[src/rtl/txdma_pkg.sv]
package txdma_pkg;

   typedef enum logic [1:0] {
      MODE_CHAIN    = 2'd0,
      MODE_ONESHOT  = 2'd1,
      MODE_FREERUN  = 2'd2,
      MODE_RSVD     = 2'd3
   } txdma_mode_e;

   typedef enum logic [2:0] {
      ST_IDLE,
      ST_HLO_REQ,
      ST_HLO_WAIT,
      ST_HHI_REQ,
      ST_HHI_WAIT,
      ST_DAT_REQ,
      ST_DAT_WAIT,
      ST_DAT_OUT
   } txdma_state_e;

   localparam logic [2:0] IDX_CTRL   = 3'd0;
   localparam logic [2:0] IDX_START  = 3'd1;
   localparam logic [2:0] IDX_LO     = 3'd2;
   localparam logic [2:0] IDX_HI     = 3'd3;
   localparam logic [2:0] IDX_COUNT  = 3'd4;
   localparam logic [2:0] IDX_CMD    = 3'd5;
   localparam logic [2:0] IDX_STATUS = 3'd6;
   localparam logic [2:0] IDX_PTR    = 3'd7;

   localparam int HDR_BITS = 16;

endpackage

[src/rtl/txdma_addr.sv]
module txdma_addr #(
   parameter int AW      = 16,
   parameter bit WRAP_EN = 1'b1
) (
   input  logic [AW-1:0] cur,
   input  logic [AW-1:0] lo,
   input  logic [AW-1:0] hi,
   input  logic          circ,
   output logic [AW-1:0] nxt
);

   localparam logic [AW-1:0] ONE = AW'(1);

   generate
      if (WRAP_EN) begin : g_wrap
         assign nxt = (circ && (cur == hi)) ? lo : cur + ONE;
      end else begin : g_linear
         logic unused_bounds;
         assign unused_bounds = ^{lo, hi, circ};
         assign nxt = cur + ONE;
      end
   endgenerate

endmodule

[src/rtl/txdma_regs.sv]
module txdma_regs
   import txdma_pkg::*;
#(
   parameter int AW = 16,
   parameter int CW = 16,
   parameter int DW = 16
) (
   input  logic          clk,
   input  logic          rst_n,
   input  logic          cfg_we,
   input  logic [2:0]    cfg_addr,
   input  logic [DW-1:0] cfg_wdata,
   output logic [DW-1:0] cfg_rdata,
   input  logic          busy,
   input  logic [AW-1:0] ptr,
   input  logic          irq_set,
   output txdma_mode_e   mode,
   output logic          circ,
   output logic          mask,
   output logic [AW-1:0] start,
   output logic [AW-1:0] lo,
   output logic [AW-1:0] hi,
   output logic [CW-1:0] count,
   output logic          go,
   output logic          stop,
   output logic          status,
   output logic          irq
);

   logic wr_ctrl, wr_start, wr_lo, wr_hi, wr_count, wr_cmd, wr_status;

   always_comb begin
      wr_ctrl   = cfg_we && (cfg_addr == IDX_CTRL);
      wr_start  = cfg_we && (cfg_addr == IDX_START);
      wr_lo     = cfg_we && (cfg_addr == IDX_LO);
      wr_hi     = cfg_we && (cfg_addr == IDX_HI);
      wr_count  = cfg_we && (cfg_addr == IDX_COUNT);
      wr_cmd    = cfg_we && (cfg_addr == IDX_CMD);
      wr_status = cfg_we && (cfg_addr == IDX_STATUS);
   end

   assign go   = wr_cmd && cfg_wdata[0];
   assign stop = wr_cmd && cfg_wdata[1];

   always_ff @(posedge clk or negedge rst_n) begin
      if (!rst_n) begin
         mode   <= MODE_CHAIN;
         circ   <= 1'b0;
         mask   <= 1'b0;
         start  <= '0;
         lo     <= '0;
         hi     <= '0;
         count  <= '0;
         status <= 1'b0;
      end else begin
         if (wr_ctrl) begin
            mode <= txdma_mode_e'(cfg_wdata[1:0]);
            circ <= cfg_wdata[2];
            mask <= cfg_wdata[3];
         end
         if (wr_start) start <= cfg_wdata[AW-1:0];
         if (wr_lo)    lo    <= cfg_wdata[AW-1:0];
         if (wr_hi)    hi    <= cfg_wdata[AW-1:0];
         if (wr_count) count <= cfg_wdata[CW-1:0];
         if (irq_set)
            status <= 1'b1;
         else if (wr_status && cfg_wdata[0])
            status <= 1'b0;
      end
   end

   assign irq = status & mask;

   always_comb begin
      cfg_rdata = '0;
      case (cfg_addr)
         IDX_CTRL:   cfg_rdata = DW'({mask, circ, mode});
         IDX_START:  cfg_rdata = DW'(start);
         IDX_LO:     cfg_rdata = DW'(lo);
         IDX_HI:     cfg_rdata = DW'(hi);
         IDX_COUNT:  cfg_rdata = DW'(count);
         IDX_STATUS: cfg_rdata = DW'({busy, status});
         IDX_PTR:    cfg_rdata = DW'(ptr);
         default:    cfg_rdata = '0;
      endcase
   end

endmodule

[src/rtl/txdma_engine.sv]
module txdma_engine
   import txdma_pkg::*;
#(
   parameter int AW      = 16,
   parameter int CW      = 16,
   parameter bit WRAP_EN = 1'b1
) (
   input  logic          clk,
   input  logic          rst_n,
   input  logic          go,
   input  logic          stop,
   input  txdma_mode_e   mode,
   input  logic          circ,
   input  logic [AW-1:0] start,
   input  logic [AW-1:0] lo,
   input  logic [AW-1:0] hi,
   input  logic [CW-1:0] count,
   output logic          mem_req,
   output logic [AW-1:0] mem_addr,
   input  logic          mem_rvalid,
   input  logic [7:0]    mem_rdata,
   output logic          tx_valid,
   output logic [7:0]    tx_data,
   input  logic          tx_ready,
   output logic          busy,
   output logic [AW-1:0] ptr,
   output logic          irq_set,
   output logic          stop_pend
);

   localparam logic [CW-1:0] CNT_ONE = CW'(1);

   txdma_state_e  state_q;
   txdma_mode_e   run_mode_q;
   logic [AW-1:0] ptr_q, ptr_nxt;
   logic [CW-1:0] cnt_q, hdr_cnt;
   logic [7:0]    hdr_lo_q, data_q;
   logic          stop_q;
   logic          accept, last, hdr_zero, go_ok;

   txdma_addr #(.AW(AW), .WRAP_EN(WRAP_EN)) u_addr (
      .cur  (ptr_q),
      .lo   (lo),
      .hi   (hi),
      .circ (circ),
      .nxt  (ptr_nxt)
   );

   always_comb begin
      accept   = (state_q == ST_DAT_OUT) && tx_ready;
      last     = (cnt_q == CNT_ONE);
      hdr_cnt  = CW'({mem_rdata, hdr_lo_q});
      hdr_zero = (hdr_cnt == '0);
      go_ok    = go && ((mode == MODE_CHAIN) ||
                        (((mode == MODE_ONESHOT) || (mode == MODE_FREERUN)) && (count != '0)));
      irq_set  = ((state_q == ST_HHI_WAIT) && mem_rvalid && hdr_zero) ||
                 (accept && last && (run_mode_q != MODE_CHAIN));
   end

   always_ff @(posedge clk or negedge rst_n) begin
      if (!rst_n) begin
         state_q    <= ST_IDLE;
         run_mode_q <= MODE_CHAIN;
         ptr_q      <= '0;
         cnt_q      <= '0;
         hdr_lo_q   <= '0;
         data_q     <= '0;
         stop_q     <= 1'b0;
      end else begin
         if (stop && (state_q != ST_IDLE)) stop_q <= 1'b1;
         case (state_q)
            ST_IDLE: begin
               stop_q <= 1'b0;
               if (go_ok) begin
                  ptr_q      <= start;
                  run_mode_q <= mode;
                  cnt_q      <= count;
                  state_q    <= (mode == MODE_CHAIN) ? ST_HLO_REQ : ST_DAT_REQ;
               end
            end
            ST_HLO_REQ: state_q <= ST_HLO_WAIT;
            ST_HLO_WAIT: begin
               if (mem_rvalid) begin
                  hdr_lo_q <= mem_rdata;
                  ptr_q    <= ptr_nxt;
                  state_q  <= ST_HHI_REQ;
               end
            end
            ST_HHI_REQ: state_q <= ST_HHI_WAIT;
            ST_HHI_WAIT: begin
               if (mem_rvalid) begin
                  ptr_q   <= ptr_nxt;
                  cnt_q   <= hdr_cnt;
                  state_q <= hdr_zero ? ST_IDLE : ST_DAT_REQ;
               end
            end
            ST_DAT_REQ: state_q <= ST_DAT_WAIT;
            ST_DAT_WAIT: begin
               if (mem_rvalid) begin
                  data_q  <= mem_rdata;
                  state_q <= ST_DAT_OUT;
               end
            end
            ST_DAT_OUT: begin
               if (tx_ready) begin
                  ptr_q <= ptr_nxt;
                  if (stop_q || stop) begin
                     state_q <= ST_IDLE;
                  end else if (last) begin
                     case (run_mode_q)
                        MODE_CHAIN:   state_q <= ST_HLO_REQ;
                        MODE_FREERUN: begin
                           cnt_q   <= count;
                           state_q <= ST_DAT_REQ;
                        end
                        default:      state_q <= ST_IDLE;
                     endcase
                  end else begin
                     cnt_q   <= cnt_q - CNT_ONE;
                     state_q <= ST_DAT_REQ;
                  end
               end
            end
            default: state_q <= ST_IDLE;
         endcase
      end
   end

   assign mem_req   = (state_q == ST_HLO_REQ) || (state_q == ST_HHI_REQ) || (state_q == ST_DAT_REQ);
   assign mem_addr  = ptr_q;
   assign tx_valid  = (state_q == ST_DAT_OUT);
   assign tx_data   = data_q;
   assign busy      = (state_q != ST_IDLE);
   assign ptr       = ptr_q;
   assign stop_pend = stop_q;

endmodule

[src/rtl/txdma_chan.sv]
module txdma_chan
   import txdma_pkg::*;
#(
   parameter int AW      = 16,
   parameter int CW      = 16,
   parameter int DW      = 16,
   parameter bit WRAP_EN = 1'b1
) (
   input  logic          clk,
   input  logic          rst_n,
   input  logic          cfg_we,
   input  logic [2:0]    cfg_addr,
   input  logic [DW-1:0] cfg_wdata,
   output logic [DW-1:0] cfg_rdata,
   output logic          mem_req,
   output logic [AW-1:0] mem_addr,
   input  logic          mem_rvalid,
   input  logic [7:0]    mem_rdata,
   output logic          tx_valid,
   output logic [7:0]    tx_data,
   input  logic          tx_ready,
   output logic          irq
);

   generate
      if (CW < HDR_BITS) begin : g_bad_cw
         $error("txdma_chan: CW must hold a 16-bit header length");
      end
      if ((DW < AW) || (DW < CW) || (DW < 4)) begin : g_bad_dw
         $error("txdma_chan: DW must cover AW, CW and the control field");
      end
   endgenerate

   txdma_mode_e   mode_w;
   logic          circ_w, mask_w, go_w, stop_w, status_w, busy_w, irq_set_w, stop_pend_w;
   logic [AW-1:0] start_w, lo_w, hi_w, ptr_w;
   logic [CW-1:0] count_w;

   txdma_regs #(.AW(AW), .CW(CW), .DW(DW)) u_regs (
      .clk       (clk),
      .rst_n     (rst_n),
      .cfg_we    (cfg_we),
      .cfg_addr  (cfg_addr),
      .cfg_wdata (cfg_wdata),
      .cfg_rdata (cfg_rdata),
      .busy      (busy_w),
      .ptr       (ptr_w),
      .irq_set   (irq_set_w),
      .mode      (mode_w),
      .circ      (circ_w),
      .mask      (mask_w),
      .start     (start_w),
      .lo        (lo_w),
      .hi        (hi_w),
      .count     (count_w),
      .go        (go_w),
      .stop      (stop_w),
      .status    (status_w),
      .irq       (irq)
   );

   txdma_engine #(.AW(AW), .CW(CW), .WRAP_EN(WRAP_EN)) u_engine (
      .clk        (clk),
      .rst_n      (rst_n),
      .go         (go_w),
      .stop       (stop_w),
      .mode       (mode_w),
      .circ       (circ_w),
      .start      (start_w),
      .lo         (lo_w),
      .hi         (hi_w),
      .count      (count_w),
      .mem_req    (mem_req),
      .mem_addr   (mem_addr),
      .mem_rvalid (mem_rvalid),
      .mem_rdata  (mem_rdata),
      .tx_valid   (tx_valid),
      .tx_data    (tx_data),
      .tx_ready   (tx_ready),
      .busy       (busy_w),
      .ptr        (ptr_w),
      .irq_set    (irq_set_w),
      .stop_pend  (stop_pend_w)
   );

endmodule

[config.mk]
export PLATFORM = sky130hd
export DESIGN_NAME = txdma_chan
export DESIGN_NICKNAME = d
export VERILOG_FILES = /design/src/rtl/txdma_pkg.sv /design/src/rtl/txdma_addr.sv /design/src/rtl/txdma_regs.sv /design/src/rtl/txdma_engine.sv /design/src/rtl/txdma_chan.sv
export SDC_FILE = /design/constraint.sdc
export NUM_CORES = 1
export LEC_CHECK = 0
export ABC_CLOCK_PERIOD_IN_PS = 3000
export BUFFER_PORTS_ARGS = -buffer_cell sky130_fd_sc_hd__buf_4
export CORE_MARGIN = 4
export CORE_UTILIZATION = 61
export CTS_BUF_LIST = sky130_fd_sc_hd__clkbuf_4 sky130_fd_sc_hd__clkbuf_8
export CTS_CLUSTER_DIAMETER = 200
export DETAILED_ROUTE_END_ITERATION = 8
export GPL_ROUTABILITY_DRIVEN = 0
export PLACE_DENSITY = 0.83
export SLEW_MARGIN = 15
export SYNTH_ARGS = -nofsm -noshare
export SYNTH_HDL_FRONTEND = slang
export SYNTH_SLANG_ARGS = --single-unit
[constraint.sdc]
create_clock -name clk -period 3 [get_ports clk]
set_input_delay 0.6 -clock clk [delete_from_list [all_inputs] [get_ports clk]]
set_output_delay 0.6 -clock clk [all_outputs]
set_load 0.005 [all_outputs]
==> summary.txt, run 1 <==
Floorplanning
  – Row count: 38
  – Core Footprint: 11000 um2
  – Num ports: between 70 and 80
  – DIE HEIGHT: ~110 um
  – Initial core utilization: 0.632
  – DIE AREA: about 13000 um2
  – Die X: 115 um

Yosys
  – Synth top area cells: dfrtp_1 (44%), mux2_2 (15%), a21oi_1 (2.8%), mux2i_1 (2.6%), nor2_1 (2.4%)
  – Syn Area/Cell: roughly 10 um2
  – Dominant synthesized flop cell: dfrtp_1
  – Gate Count Post-Synth: about 670
  – Mapped cell area: 6970 um2
  – Seq/Total Area, Yosys: 0.442
  – Ys Warns: 0
  – Synthesized flop and latch total: about 120
  – Synth area leader: dfrtp_1
  – Netlist cell types: 62
  – Synth Net Count: 706
  – Post-synth EDFFs: 0
  – Share of the synthesized area in the top cell type: 0.442
  – Ys async rst share: 1.00

CTS
  – Clk buf depth: 2
  – Hold_buf cts: 0
  – Cts bufs inserted: 17
  – Clk slew on worst S/H paths: about 0.080 ns
  – Clk Latency, worst-skew pair: roughly 0.44 ns
  – Clk Tree Root Cell: clkbuf_8
  – Number of H-tree levels: 4
  – # clock sinks: between 100 and 150
  – TritonCTS clock tree: built
  – Post-CTS sizing: 0
  – Setup Buffers After CTS: 0

Finish
  – Design Area, Final: 8140 um2
  – Share of cells above drive strength 1: 0.311
  – N_diodes: 0
  – Flip-flop and latch area: ~3100 um2
  – Area of the multi-input gates: ~3700 um2
  – Area grow syn2layout: 16.9%
  – Nets: between 700 and 800
  – Fill cell total of the finished layout: around 790

Detailed routing
  – Vias per cell: 6.98
  – Met3 routed WL: between 2 and 2.5 mm
  – DR vias: about 6200
  – DRC errors left: 0
  – WL met1: between 8 and 9 mm
  – Drt pass-1 iters: 8
  – Number of DRC markers in iteration 0: 971
  – Drt wl/cell: ~23 um
  – Met2 WL: around 9.4 mm
  – Antenna-violating nets left: 0
  – Top layer in use: met4
  – Total wire length: around 20 mm

Critical path
  – Worst Path Class, Setup: flop to flop
  – Worst endpoint data arrival time: 3.12 ns
  – Reg2Reg Depth: 6
  – FF-to-FF Start: u_engine.cnt_q[8]
  – R2R Path End: u_engine.cnt_q[1]
  – Startpoint types: flop
  – WP data required: between 3 and 4 ns
  – FF-to-FF setup slack: 0.24 ns
  – CP Capture Type: flop
  – Worst-path fanout max: 13

Global routing
  – Initial antenna violation count: 0
  – Vias in the first global route: 6062
  – GRT overflow: 0
  – Gr usage total: 0.321
  – Largest net degree at the start of global routing: 60
  – First-pass GRT wire length: about 33 mm

Place
  – Count of input and output buffers: between 70 and 80
  – Post-Place Setup Slack: 0.280 ns
  – Hpwl dp: approximately 14 mm
  – Area after detailed placement: around 7700 um2

STA
  – Slew Limit Fails: 0
  – Period utilisation layout: 0.919
  – Unrepaired setup endpoints after global routing: no
  – Clock Skews: 0.0144 ns
  – Setup WS post-layout: 0.242 ns
  – Min Tclk post-route: 2.76 ns
  – Hold Fails Final Rpt: 0
  – Setup TNS: 0 ns
  – Final setup vio count: 0
  – Worst-Margin Slew: about 0.8 ns
  – Fmax: between 300 and 400 MHz
  – Worst slew margin relative to its limit: 0.480

Job
  – Max-Cap Viols: 0

Power and ir drop
  – Pwr/cell area: 1000 nW/um2
  – Leak: about 3.6 nW
  – Pwr Total: 8.16 mW
  – Worst IR drop on VDD: between 0.7 and 0.8 mV

Run status
  – Status: complete, no violations

Min path
  – HP Class: input port to async pin
-- registers in the layout (all words and copies together), names as in the netlist, 2 cells and up --
signal	cells
u_engine.tx_data	8
u_regs.lo	16
u_engine.mem_addr	16
u_engine.state_q	3
u_engine.hdr_lo_q	8
u_regs.count	16
u_regs.mode	2
u_regs.hi	16
u_engine.cnt_q	16
u_regs.start	16
u_engine.run_mode_q	2
-- power breakdown --
part,total [mW],internal (mW),switching (mW)
sequential,2.97,2.24,0.736
combinational,3.57,1.66,1.92
clock,1.61,0.964,0.647
total,8.16,4.86,3.30
-- cells by family (layout without fill, tap and decap cells) --
kind of cell	count (synthesis)	in the layout	share of synthesized area
muxes	110	110	0.175
and+or+nand+nor	192	192	0.143
buffers and inverters	51	134	0.0291
adders and majority gates	8	8	0.0144
AOI/OAI and AO/OA	148	148	0.154
DFF	123	123	0.442
xor gates and xnor gates	34	34	0.0427
-- Yosys cell counts, types with 3 or more instances --
cell type / number
a21oi_1: 39
a221o_1: 6
a221oi_1: 18
a222oi_1: 5
a22o_1: 8
a22oi_1: 5
a31oi_1: 11
and2_1: 6
and3_1: 5
buf_1: 4
clkbuf_1: 35
dfrtp_1: 123
ha_1: 8
inv_1: 9
mux2_2: 91
mux2i_1: 18
nand2_1: 43
nand2b_1: 8
nand3_1: 19
nand3b_1: 3
nand4_1: 7
nor2_1: 44
nor2b_1: 4
nor3_1: 16
nor4_1: 12
o2111ai_1: 3
o211ai_1: 5
o21ai_0: 11
o221ai_1: 6
o22ai_1: 8
o2bb2ai_1: 7
o31ai_1: 3
or2_2: 7
or3_1: 3
xnor2_1: 17
xor2_1: 17
-- layout by cell type, fill, tap and decap left out, drive strengths merged, types with 4 or more instances in the layout --
master | Yosys | routed
a21oi | 40 | 40
a221o | 6 | 6
a221oi | 18 | 18
a222oi | 5 | 5
a22o | 8 | 8
a22oi | 5 | 5
a31oi | 11 | 11
and2 | 8 | 8
and3 | 5 | 5
buf | 6 | 94
bufinv | 0 | 4
clkbuf | 35 | 22
clkinv | 1 | 4
dfrtp | 123 | 123
ha | 8 | 8
inv | 9 | 9
mux2 | 92 | 92
mux2i | 18 | 18
nand2 | 43 | 43
nand2b | 8 | 8
nand3 | 19 | 19
nand4 | 7 | 7
nor2 | 45 | 45
nor2b | 4 | 4
nor3 | 17 | 17
nor4 | 12 | 12
o211ai | 5 | 5
o21ai | 12 | 12
o221ai | 6 | 6
o22ai | 8 | 8
o2bb2ai | 7 | 7
or2 | 7 | 7
xnor2 | 17 | 17
xor2 | 17 | 17
-- critical path: stages, from the launching register on --
cell,delay [ns]
dfrtp_1,0.44
or4_4,0.52
or4_4,0.49
o21a_1,0.39
a21oi_2,0.49
a221oi_1,0.16
a21oi_1,0.20
-- worst max path at each step --
stage                     slack [ns]  cells past startpoint                 end              start
after global routing            0.15                      6   u_engine.cnt_q[6]  u_engine.cnt_q[8]
after global placement          0.38                      6  u_engine.cnt_q[10]  u_engine.cnt_q[8]
after CTS                       0.29                      6   u_engine.cnt_q[1]  u_engine.cnt_q[8]
final                           0.24                      6   u_engine.cnt_q[1]  u_engine.cnt_q[8]
after floorplan                 0.56                      5        u_regs.lo[0]        cfg_addr[2]
after detailed placement        0.28                      6  u_engine.cnt_q[14]  u_engine.cnt_q[8]
-- metrics by stage --
step,cells,utilization,hold WS (ns)
2_1_floorplan,666,-,0.304
3_3_place_gp,859,0.700,0.476
3_5_place_dp,859,0.700,0.482
4_1_cts,889,0.738,0.249
5_1_grt,889,0.738,0.281
6_report,889,0.738,0.232
-- per-layer routing --
metal	GRT usage	vias up
li1	-	2650
met1	0.461	3083
met2	0.480	412
met3	0.0816	56
met4	0.106	0
met5	0	-
-- cell type report --
type | instances | area share
multi-input combinational | 492 | 0.454
sequential | 123 | 0.378
timing repair buffer | 94 | 0.0897
clock buffer | 22 | 0.0349
tap | 140 | 0.0215
clock inverter | 8 | 0.0175
inverter | 10 | 0.00461
Note: power is estimated with default switching activity, not from simulation.
==> inputs of run 2 (changes only) <==
CELL_PAD_IN_SITES_DETAIL_PLACEMENT = 1   (was default)
CELL_PAD_IN_SITES_GLOBAL_PLACEMENT = 2   (was default)
CORE_UTILIZATION = 40   (was 61)
PLACE_DENSITY = 0.84   (was 0.83)
==> summary.txt, run 2 (same netlist as run 1, synthesis figures left out) <==
Place
  – Post-Place Setup Slack: a little over 0.4 ns
  – Count of input and output buffers: 74
  – Placed insts: 949
  – Area after detailed placement: about 8000 um2
  – Hpwl dp: 17.2 mm

Critical path
  – Slowest-stage cell, CP: dfrtp_1
  – Reg2Reg Depth: 6
  – R2R Path End: u_engine.cnt_q[13]
  – Startpoint types: flop
  – WP data required: 2.40 ns
  – Worst Path Buf+Inv: 2
  – CP max stage delay: around 0.4 ns
  – Worst endpoint data arrival time: 2.18 ns
  – CP Capture Type: primary output
  – FF-to-FF Start: u_engine.cnt_q[8]
  – Crit path from: u_engine.state_q[0]
  – Worst-path fanout max: 8
  – Worst Path Class, Setup: flop to primary output
  – Critical path's top delay family: flip-flops
  – Crit path cell chain: inv_1 -> ha_1 -> nor2b_1 -> nand2_1 -> o2111ai_1 -> o221ai_1 -> buf_4
  – FF-to-FF setup slack: between 0.4 and 0.5 ns
  – CP Depth: 7
  – Setup crit end: cfg_rdata[1]

STA
  – Final setup vio count: 0
  – Setup WS post-layout: around 0.22 ns
  – Worst-Margin Slew: approximately 0.67 ns
  – Unrepaired setup endpoints after global routing: no
  – Min Tclk post-route: between 2 and 3 ns
  – Clock Skews: 0.0127 ns
  – Slew Limit Fails: 0
  – Period utilisation layout: 0.926
  – Fmax: 360 MHz
  – Hold Fails Final Rpt: 0
  – Setup TNS: 0 ns
  – Worst slew margin relative to its limit: 0.552

CTS
  – Setup Buffers After CTS: 0
  – Number of H-tree levels: 4
  – Clk Tree Root Cell: clkbuf_8
  – Clk Latency, worst-skew pair: ~0.45 ns
  – Clk slew on worst S/H paths: 0.08 ns
  – TritonCTS clock tree: built
  – # clock sinks: between 100 and 150
  – Hold_buf cts: 0
  – Clk buf depth: 2
  – Post-CTS sizing: 0
  – Cts bufs inserted: 17

Power and ir drop
  – Leak: between 3 and 4 nW
  – Pwr/cell area: ~1000 nW/um2
  – Pwr Total: around 8.4 mW
  – Worst IR drop on VDD: 0.464 mV

Floorplanning
  – Core Footprint: about 17000 um2
  – Num ports: 75
  – DIE HEIGHT: roughly 140 um
  – Die X: about 140 um
  – Row count: between 40 and 50
  – Initial core utilization: 0.414
  – DIE AREA: approximately 20000 um2

Finish
  – Share of cells above drive strength 1: 0.323
  – Most common cell after layout, fill and taps aside: dfrtp_1
  – Nets: slightly below 800
  – Most frequent cells in the layout: dfrtp_1 (123), buf_4 (103), mux2_2 (91)
  – Area grow syn2layout: 19.4%
  – Design Area, Final: ~8300 um2
  – Fin cells: between 900 and 1000
  – N_diodes: 0

Run status
  – Status: complete, no violations

Detailed routing
  – DR vias: 6008
  – Antenna-violating nets left: 0
  – Total wire length: ~24 mm
  – Vias per cell: approximately 6.1
  – Drt pass-1 iters: 6
  – Drt wl/cell: roughly 24 um
  – Number of DRC markers in iteration 0: between 500 and 600
  – DRC errors left: 0

Job
  – Max-Cap Viols: 0

Global routing
  – First-pass GRT wire length: approximately 37 mm
  – Vias in the first global route: roughly 6500
  – Largest net degree at the start of global routing: 54
  – GRT overflow: 0
  – Initial antenna violation count: 1
  – Gr usage total: 0.244

Min path
  – HP Class: input port to async pin
## run 2: cell type report
type,instances,area [um2]
well taps,220,275
multi-input cells,492,3700
clock inverters,12,171
flip-flops and latches,123,3080
clock buffers,20,263
fillers,1897,8500
inverters,10,37.5
repair buffers,104,793
## run 2: worst min-delay path by stage
stage,start,to,depth (start not counted)
2_1_floorplan,rst_n,u_engine.cnt_q[0],0
3_3_place_gp,u_engine.stop_pend,u_engine.stop_pend,2
3_5_place_dp,u_engine.stop_pend,u_engine.stop_pend,2
4_1_cts,rst_n,u_engine.run_mode_q[0],1
5_1_grt,rst_n,u_engine.run_mode_q[0],1
6_report,rst_n,u_engine.run_mode_q[0],1
## run 2: layer usage
layer	vias to the layer above	part of all wire	track usage
met5	-	0.00055	0
met4	2	0.023	0.0801
met3	43	0.049	0.0487
met2	217	0.50	0.419
met1	3082	0.42	0.308
li1	2664	-	-
## run 2: power by group
part / total, mW / switching [mW] / internal [mW] / leakage [nW]
registers: 3.01 / 0.772 / 2.23 / 1.48
clock network: 1.64 / 0.700 / 0.940 / 0.215
logic: 3.75 / 2.03 / 1.71 / 1.90
## run 2: metrics by stage
step	hold slack, ns	util
finish	0.0257	0.495
global route	0.0125	0.495
CTS	0.0133	0.495
detailed placement	0.483	0.469
global placement	0.479	0.469
floorplan	0.304	-
